--- src/rtl/spi_mem_cmd_pkg.sv ---
package spi_mem_cmd_pkg;
  localparam int unsigned BYTE_W = 8;

  localparam logic [BYTE_W-1:0] OP_WEL_SET  = 8'h06;
  localparam logic [BYTE_W-1:0] OP_WEL_CLR  = 8'h04;
  localparam logic [BYTE_W-1:0] OP_STAT_RD  = 8'h05;
  localparam logic [BYTE_W-1:0] OP_STAT_WR  = 8'h01;
  localparam logic [BYTE_W-1:0] OP_ARRAY_RD = 8'h03;
  localparam logic [BYTE_W-1:0] OP_ARRAY_WR = 8'h02;

  typedef enum logic [1:0] {
    ST_OPCODE,
    ST_WSTAT_DATA,
    ST_STAT_OUT,
    ST_SKIP
  } cmd_state_e;

  typedef struct packed {
    logic lock;
    logic prot_b;
    logic prot_a;
  } nv_bits_t;

  function automatic logic [BYTE_W-1:0] pack_status(nv_bits_t nv, logic wel, logic wip);
    return {nv.lock, 3'b000, nv.prot_b, nv.prot_a, wel, wip};
  endfunction
endpackage

--- src/rtl/spi_bit_front.sv ---
module spi_bit_front
  import spi_mem_cmd_pkg::*;
(
  input  logic              clk_i,
  input  logic              rst_ni,
  input  logic              sclk_i,
  input  logic              cs_ni,
  input  logic              mosi_i,
  output logic              sclk_fall_o,
  output logic              cs_rise_o,
  output logic              byte_vld_o,
  output logic              byte_idx_o,
  output logic [BYTE_W-1:0] byte_o,
  output logic              frame_full_o
);
  localparam int unsigned CNT_MAX = 2 * BYTE_W + 1;
  localparam int unsigned CNT_W   = $clog2(CNT_MAX + 1);
  localparam logic [CNT_W-1:0] LAST0 = CNT_W'(BYTE_W - 1);
  localparam logic [CNT_W-1:0] LAST1 = CNT_W'(2 * BYTE_W - 1);
  localparam logic [CNT_W-1:0] FRAME = CNT_W'(2 * BYTE_W);
  localparam logic [CNT_W-1:0] CSAT  = CNT_W'(CNT_MAX);

  logic              sclk_q, cs_q, sclk_rise;
  logic [CNT_W-1:0]  cnt_q;
  logic [BYTE_W-1:0] shift_q;

  always_ff @(posedge clk_i or negedge rst_ni) begin
    if (!rst_ni) begin
      sclk_q <= 1'b0;
      cs_q   <= 1'b1;
    end else begin
      sclk_q <= sclk_i;
      cs_q   <= cs_ni;
    end
  end

  assign sclk_rise   = sclk_i & ~sclk_q & ~cs_ni;
  assign sclk_fall_o = ~sclk_i & sclk_q & ~cs_ni;
  assign cs_rise_o   = cs_ni & ~cs_q;

  always_ff @(posedge clk_i or negedge rst_ni) begin
    if (!rst_ni) begin
      cnt_q      <= '0;
      shift_q    <= '0;
      byte_o     <= '0;
      byte_vld_o <= 1'b0;
      byte_idx_o <= 1'b0;
    end else if (cs_ni) begin
      cnt_q      <= '0;
      byte_vld_o <= 1'b0;
    end else begin
      byte_vld_o <= 1'b0;
      if (sclk_rise) begin
        shift_q <= {shift_q[BYTE_W-2:0], mosi_i};
        if (cnt_q != CSAT) cnt_q <= cnt_q + 1'b1;
        if (cnt_q == LAST0 || cnt_q == LAST1) begin
          byte_vld_o <= 1'b1;
          byte_o     <= {shift_q[BYTE_W-2:0], mosi_i};
          byte_idx_o <= (cnt_q == LAST1);
        end
      end
    end
  end

  assign frame_full_o = (cnt_q == FRAME);

  // a completed byte is reported for one cycle only
  a_r1_byte_pulse: assert property (@(posedge clk_i) disable iff (!rst_ni)
    byte_vld_o |=> !byte_vld_o);
endmodule

--- src/rtl/spi_status_file.sv ---
module spi_status_file
  import spi_mem_cmd_pkg::*;
#(
  parameter int unsigned WRITE_CYCLES = 5000
) (
  input  logic              clk_i,
  input  logic              rst_ni,
  input  logic              set_wel_i,
  input  logic              clr_wel_i,
  input  logic              commit_i,
  input  nv_bits_t          wdata_i,
  output logic [BYTE_W-1:0] status_o,
  output logic              busy_o,
  output logic              wel_o
);
  localparam int unsigned TW = $clog2(WRITE_CYCLES + 1);
  localparam logic [TW-1:0] TLOAD = TW'(WRITE_CYCLES - 1);

  nv_bits_t      nv_q, pend_q;
  logic          wel_q, wip_q;
  logic [TW-1:0] timer_q;

  always_ff @(posedge clk_i or negedge rst_ni) begin
    if (!rst_ni) begin
      nv_q    <= '0;
      pend_q  <= '0;
      wel_q   <= 1'b0;
      wip_q   <= 1'b0;
      timer_q <= '0;
    end else if (wip_q) begin
      if (timer_q == '0) begin
        wip_q <= 1'b0;
        wel_q <= 1'b0;
        nv_q  <= pend_q;  // new values surface only at cycle end
      end else begin
        timer_q <= timer_q - 1'b1;
      end
    end else if (commit_i) begin
      wip_q   <= 1'b1;
      timer_q <= TLOAD;
      pend_q  <= wdata_i;
    end else if (set_wel_i) begin
      wel_q <= 1'b1;
    end else if (clr_wel_i) begin
      wel_q <= 1'b0;
    end
  end

  assign status_o = pack_status(nv_q, wel_q, wip_q);
  assign busy_o   = wip_q;
  assign wel_o    = wel_q;

  a_r8_busy_from_commit: assert property (@(posedge clk_i) disable iff (!rst_ni)
    $rose(wip_q) |-> $past(commit_i));
  a_r9_nv_frozen: assert property (@(posedge clk_i) disable iff (!rst_ni)
    wip_q |-> $stable(nv_q));
  a_r8_wel_cleared: assert property (@(posedge clk_i) disable iff (!rst_ni)
    $fell(wip_q) |-> !wel_q);
  a_r6_commit_needs_wel: assert property (@(posedge clk_i) disable iff (!rst_ni)
    commit_i |-> wel_q);
endmodule

--- src/rtl/spi_status_tx.sv ---
module spi_status_tx
  import spi_mem_cmd_pkg::*;
(
  input  logic              clk_i,
  input  logic              rst_ni,
  input  logic              active_i,
  input  logic              sclk_fall_i,
  input  logic [BYTE_W-1:0] status_i,
  output logic              miso_o
);
  localparam int unsigned IDX_W = $clog2(BYTE_W);
  localparam logic [IDX_W-1:0] IDX_TOP = IDX_W'(BYTE_W - 1);

  logic [IDX_W-1:0]  idx_q;
  logic [BYTE_W-1:0] snap_q;

  always_ff @(posedge clk_i or negedge rst_ni) begin
    if (!rst_ni) begin
      idx_q  <= IDX_TOP;
      snap_q <= '0;
      miso_o <= 1'b0;
    end else if (!active_i) begin
      idx_q  <= IDX_TOP;
      miso_o <= 1'b0;
    end else if (sclk_fall_i) begin
      idx_q <= idx_q - 1'b1;  // wraps to the top bit for the next repeat
      if (idx_q == IDX_TOP) begin
        snap_q <= status_i;   // whole byte from one instant
        miso_o <= status_i[BYTE_W-1];
      end else begin
        miso_o <= snap_q[idx_q];
      end
    end
  end

  // first bit of each repeated byte is the live lock bit
  a_r4_first_bit: assert property (@(posedge clk_i) disable iff (!rst_ni)
    (active_i && sclk_fall_i && idx_q == IDX_TOP) |=> (miso_o == $past(status_i[BYTE_W-1])));
endmodule

--- src/rtl/spi_mem_cmd_ctrl.sv ---
module spi_mem_cmd_ctrl
  import spi_mem_cmd_pkg::*;
#(
  parameter int unsigned WRITE_CYCLES = 5000
) (
  input  logic clk_i,
  input  logic rst_ni,
  input  logic sclk_i,
  input  logic cs_ni,
  input  logic mosi_i,
  output logic miso_o,
  output logic miso_oe_o,
  output logic array_rd_o,
  output logic array_wr_o
);
  logic              sclk_fall, cs_rise, byte_vld, byte_idx, frame_full;
  logic [BYTE_W-1:0] rx_byte, status;
  logic              busy, wel, set_wel, clr_wel, commit, dec_fire;
  cmd_state_e        state_q, state_d;

  spi_bit_front u_front (
    .clk_i, .rst_ni, .sclk_i, .cs_ni, .mosi_i,
    .sclk_fall_o (sclk_fall),
    .cs_rise_o   (cs_rise),
    .byte_vld_o  (byte_vld),
    .byte_idx_o  (byte_idx),
    .byte_o      (rx_byte),
    .frame_full_o(frame_full)
  );

  assign dec_fire = !cs_ni && state_q == ST_OPCODE && byte_vld && !byte_idx;

  always_comb begin
    state_d    = state_q;
    set_wel    = 1'b0;
    clr_wel    = 1'b0;
    array_rd_o = 1'b0;
    array_wr_o = 1'b0;
    if (dec_fire) begin
      state_d = ST_SKIP;
      if (rx_byte == OP_STAT_RD) begin
        state_d = ST_STAT_OUT;
      end else if (!busy) begin
        case (rx_byte)
          OP_WEL_SET:  set_wel = 1'b1;
          OP_WEL_CLR:  clr_wel = 1'b1;
          OP_STAT_WR:  if (wel) state_d = ST_WSTAT_DATA;
          OP_ARRAY_RD: array_rd_o = 1'b1;
          OP_ARRAY_WR: array_wr_o = wel;
          default: ;
        endcase
      end
    end
  end

  always_ff @(posedge clk_i or negedge rst_ni) begin
    if (!rst_ni)    state_q <= ST_OPCODE;
    else if (cs_ni) state_q <= ST_OPCODE;
    else            state_q <= state_d;
  end

  // commit only on a deselect landing exactly after the data byte
  assign commit = cs_rise && state_q == ST_WSTAT_DATA && frame_full;

  spi_status_file #(.WRITE_CYCLES(WRITE_CYCLES)) u_status (
    .clk_i, .rst_ni,
    .set_wel_i(set_wel),
    .clr_wel_i(clr_wel),
    .commit_i (commit),
    .wdata_i  ('{lock: rx_byte[7], prot_b: rx_byte[3], prot_a: rx_byte[2]}),
    .status_o (status),
    .busy_o   (busy),
    .wel_o    (wel)
  );

  assign miso_oe_o = (state_q == ST_STAT_OUT) && !cs_ni;

  spi_status_tx u_tx (
    .clk_i, .rst_ni,
    .active_i   (miso_oe_o),
    .sclk_fall_i(sclk_fall),
    .status_i   (status),
    .miso_o     (miso_o)
  );

  a_r11_oe_off_after_deselect: assert property (@(posedge clk_i) disable iff (!rst_ni)
    cs_ni |=> !miso_oe_o);
  a_r12_wr_pulse_gated: assert property (@(posedge clk_i) disable iff (!rst_ni)
    array_wr_o |-> wel);
  a_r10_busy_skips: assert property (@(posedge clk_i) disable iff (!rst_ni)
    (dec_fire && busy && rx_byte != OP_STAT_RD) |=> state_q == ST_SKIP);
  a_r12_rd_not_busy: assert property (@(posedge clk_i) disable iff (!rst_ni)
    array_rd_o |-> !busy);
endmodule

--- config.mk ---
export PLATFORM = sky130hd
export DESIGN_NAME = spi_mem_cmd_ctrl
export DESIGN_NICKNAME = d
export VERILOG_FILES = /design/src/rtl/spi_mem_cmd_pkg.sv /design/src/rtl/spi_bit_front.sv /design/src/rtl/spi_status_file.sv /design/src/rtl/spi_status_tx.sv /design/src/rtl/spi_mem_cmd_ctrl.sv
export SDC_FILE = /design/constraint.sdc
export NUM_CORES = 1
export LEC_CHECK = 0
export ABC_AREA = 1
export CAP_MARGIN = 20
export CORE_UTILIZATION = 61
export DETAILED_ROUTE_END_ITERATION = 10
export GPL_TIMING_DRIVEN = 0
export PLACE_DENSITY = 0.75
export SYNTH_ARGS = -nofsm -noshare
export SYNTH_HDL_FRONTEND = slang
export SYNTH_SLANG_ARGS = --single-unit
--- constraint.sdc ---
create_clock -name clk_i -period 1.81 [get_ports clk_i]
set_input_delay 0.362 -clock clk_i [delete_from_list [all_inputs] [get_ports clk_i]]
set_output_delay 0.362 -clock clk_i [all_outputs]
set_load 0.02 [all_outputs]
==> impl_metrics.yaml <==
logic_synthesis:
  ys_seq_elements: 56
  syn-num-nets: 379
  synth_edf_count: 0
  yosys.area_share.simple_pct: 28.4
  synth_ff_type: "dfrtp_1"
  syn-mean-instance-area_um2: 7.83
  yosys_warnings: 0
  synth_xor_area_share_pct: 2.14
  synth.area.mux_share_pct: 0.393
  synth_compound_area_share_pct: 8.64
  synth_area_um2: 2870
  async_reset_ff_share_pct: 100
  ys_seq_area_share_pct: 49.1
  synth_adder_area_share_pct: 3.49
  synth.distinct_cells: 32
  netlist_instances: 366
  synth_top_family_by_area: "simple AND/OR/NAND/NOR gates"
global_route:
  grt_overflow: 0
  grt_pass1_wl_um: 10400
  antenna_found_initial: 0
  grt_start_max_net_pins: 41
  grt_pass1_vias: 2318
  grt_util_all_layers_pct: 27.0
timing:
  final-hold-violation-count: 0
  fin_crit_ns: 1.88
  setup_ws_ns: -0.0661
  min_period_over_period_pct: 104
  finClkSkew_ns: 0.0134
  slew_headroom_pct: 72.1
  fmax_ghz: 0.533
  setup_viol: 2
  final_max_slew_viol_count: 0
  fin_tns_setup_ns: -0.0764
  worst_slew_pin_slew_ns: 0.419
  rsz0062_at_grt: "yes"
job:
  drv_cap: 0
setup_path:
  crit_path_max_fanout: 3
  rrSetupSlack_ns: 0.05
  r2r_cells: 12
  critPathArrivalTime_ns: 1.51
  end_kind: "primary output"
  worstSetupStartpoint: "state_q[0]"
  path_class: "reg2out"
  critPathLaunchType: "flop"
  rr_endpoint: "u_status.wel_o"
  setup.worst_path.end: "array_rd_o"
  timing.rr.start: "state_q[0]"
  critPathRequiredTime_ns: 1.45
clocking:
  cts_tree: "done"
  cts.sinks: 56
  path_clk_slew_ns: 0.09
  cts_buffer_depth: 2
  cts_buffers: 5
  worstSkewPairLatency_ns: 0.32
  h-tree-depth: 2
  root_buffer: "clkbuf_8"
routing:
  firstDrtPassIters: 4
  avgViaCountPerCell: 5.41
  drtAntennaViolNets: 0
  num_vias: 2507
  wl_per_cell_um: 14.1
  wl_um: 6520
  initialDrtViolationCount: 180
  drc_errors: 0
placement:
  port_buffers: 8
  gp_congestion: 0.803
  hpwl_um: 3930
pwr:
  power.leakage_nw: 1.80
  power.total_mw: 2.28
  vdd.ir_drop.worst_uv: 489
  power_density_nw_per_um2: 661
die:
  core_um2: 4440
  fp.dieH_um: 70.6
  initial_core_util_pct: 64.5
  dieArea_um2: 4980
  io_pins: 9
  rows: 24
  dieWidth_um: 70.6
finish:
  seq_area_um2: 1410
  fin_nets: 423
  areaGrowthSynthToFinish_pct: 20.2
  antenna_cells: 0
  multi_input_area_um2: 1320
  drive_gt1_share_pct: 20.9
  fill_cells: 316
status:
  status: "finished, violations left"
  violations: "negative setup slack"
worst_hold_path:
  min_path_type: "in2reg"
==> per-stage QoR <==
stage	worst slack, ns	cell area, um^2	instances	utilization (%)	hold WS [ns]
4_1_cts	-0.0587	3330	458	74.9	0.249
2_1_floorplan	0.0148	2870	366	-	0.0664
5_1_grt	-0.118	3440	463	77.5	0.256
3_5_place_dp	-0.805	3030	427	68.1	0.313
6_report	-0.0661	3440	463	77.5	0.261
3_3_place_gp	-1.33	3010	426	67.8	0.456
==> synthesized netlist by cell type, drive strengths merged, types with 4 or more instances <==
| cell | n | area [um^2] |
|---|---|---|
| inv | 49 | 184 |
| nand4 | 4 | 25.0 |
| buf | 4 | 35.0 |
| nand3 | 21 | 110 |
| nor2 | 47 | 194 |
| ha | 8 | 100 |
| o21ai | 37 | 185 |
| nand2 | 113 | 427 |
| dfrtp | 52 | 1300 |
| a21oi | 6 | 41.3 |
| nor3 | 4 | 31.3 |
| dfstp | 4 | 105 |
| xor2 | 5 | 43.8 |
==> logic make-up (layout without fill, tap and decap cells) <==
group	Yosys count	in the layout
flip-flops	56	56
AO/OA/AOI/OAI	46	46
XOR/XNOR	7	7
AND/OR/NAND/NOR	193	193
multiplexers	1	1
buffers and inverters	55	100
adder cells (fa/ha/maj)	8	8
==> worst min path at each step <==
| stage | end | slack, ns | from | cells after the start |
|---|---|---|---|---|
| floorplan | state_q[0] | 0.07 | rst_ni | 0 |
| detailed placement | u_status.timer_q[8] | 0.31 | rst_ni | 1 |
| CTS | u_front.cs_q | 0.25 | cs_ni | 1 |
| global route | u_front.cs_q | 0.26 | cs_ni | 1 |
| global placement | u_status.wel_o | 0.46 | u_status.wel_o | 2 |
| finish | u_front.cs_q | 0.26 | cs_ni | 1 |
==> cells in the final DEF, fill, tap and decap left out, drive strengths merged <==
master	count
xnor2	2
ha	8
dfrtp	52
a22oi	1
nor3	4
inv	48
a211oi	1
or2	2
nor4	1
mux2	1
dfstp	4
nand4	4
a21oi	6
nand2	113
nor2	47
o21ai	37
dlygate4sd3	1
bufinv	1
clkinv	2
clkdlybuf4s15	1
buf	35
o22ai	1
clkdlybuf4s50	3
xor2	5
clkbuf	9
nand3	21
nand3b	1
==> area by class of cell <==
cell class | count | area share, %
Clock buffer | 6 | 2.11
Multi-Input combinational cell | 255 | 38.4
Sequential cell | 56 | 40.9
Timing Repair Buffer | 37 | 8.97
Tap cell | 52 | 1.89
Buffer | 6 | 1.24
Inverter | 49 | 5.48
Clock inverter | 2 | 1.02
==> state kept, by name, indices dropped and copies added, names as in the netlist, 2 cells and up <==
| signal | cells |
|---|---|
| u_status.pend_q | 3 |
| u_tx.snap_q | 5 |
| u_status.status_o | 3 |
| state_q | 2 |
| u_front.cnt_q | 5 |
| u_front.byte_o | 8 |
| u_front.shift_q | 7 |
| u_tx.idx_q | 3 |
| u_status.timer_q | 13 |
==> where the power goes <==
| part | switching, mW | internal, mW | total (mW) |
|---|---|---|---|
| Combinational | 0.0912 | 0.0502 | 0.141 |
| Clock | 0.405 | 0.411 | 0.816 |
| Sequential | 0.0263 | 1.29 | 1.32 |
| Total | 0.522 | 1.75 | 2.28 |
==> worst max-delay path, stage by stage (launching register included) <==
cell	delay, ns
dfrtp_1	0.40
nor2_1	0.13
nand3_1	0.14
inv_2	0.12
nand2_4	0.07
nor4_4	0.15
buf_4	0.19
==> layer usage <==
metal / vias to the layer above / track usage (%) / part of all wire [%]
met1: 1207 / 33.5 / 44
met5: - / 0 / 0
met3: 20 / 4.99 / 3.0
met4: 0 / 11.6 / 3.6
li1: 1238 / - / -
met2: 42 / 46.8 / 50
==> timing repair <==
item / in CTS / in global routing
resized for setup: 22 / 32
pin swaps: 6 / 13
gates cloned: 0 / 0
setup endpoints to repair: 3 / 13
hold buffers: 1 / 0
endpoints found under the hold margin: 14 / 0
setup buffers: 22 / 9
(Power assumes the default switching activity.)
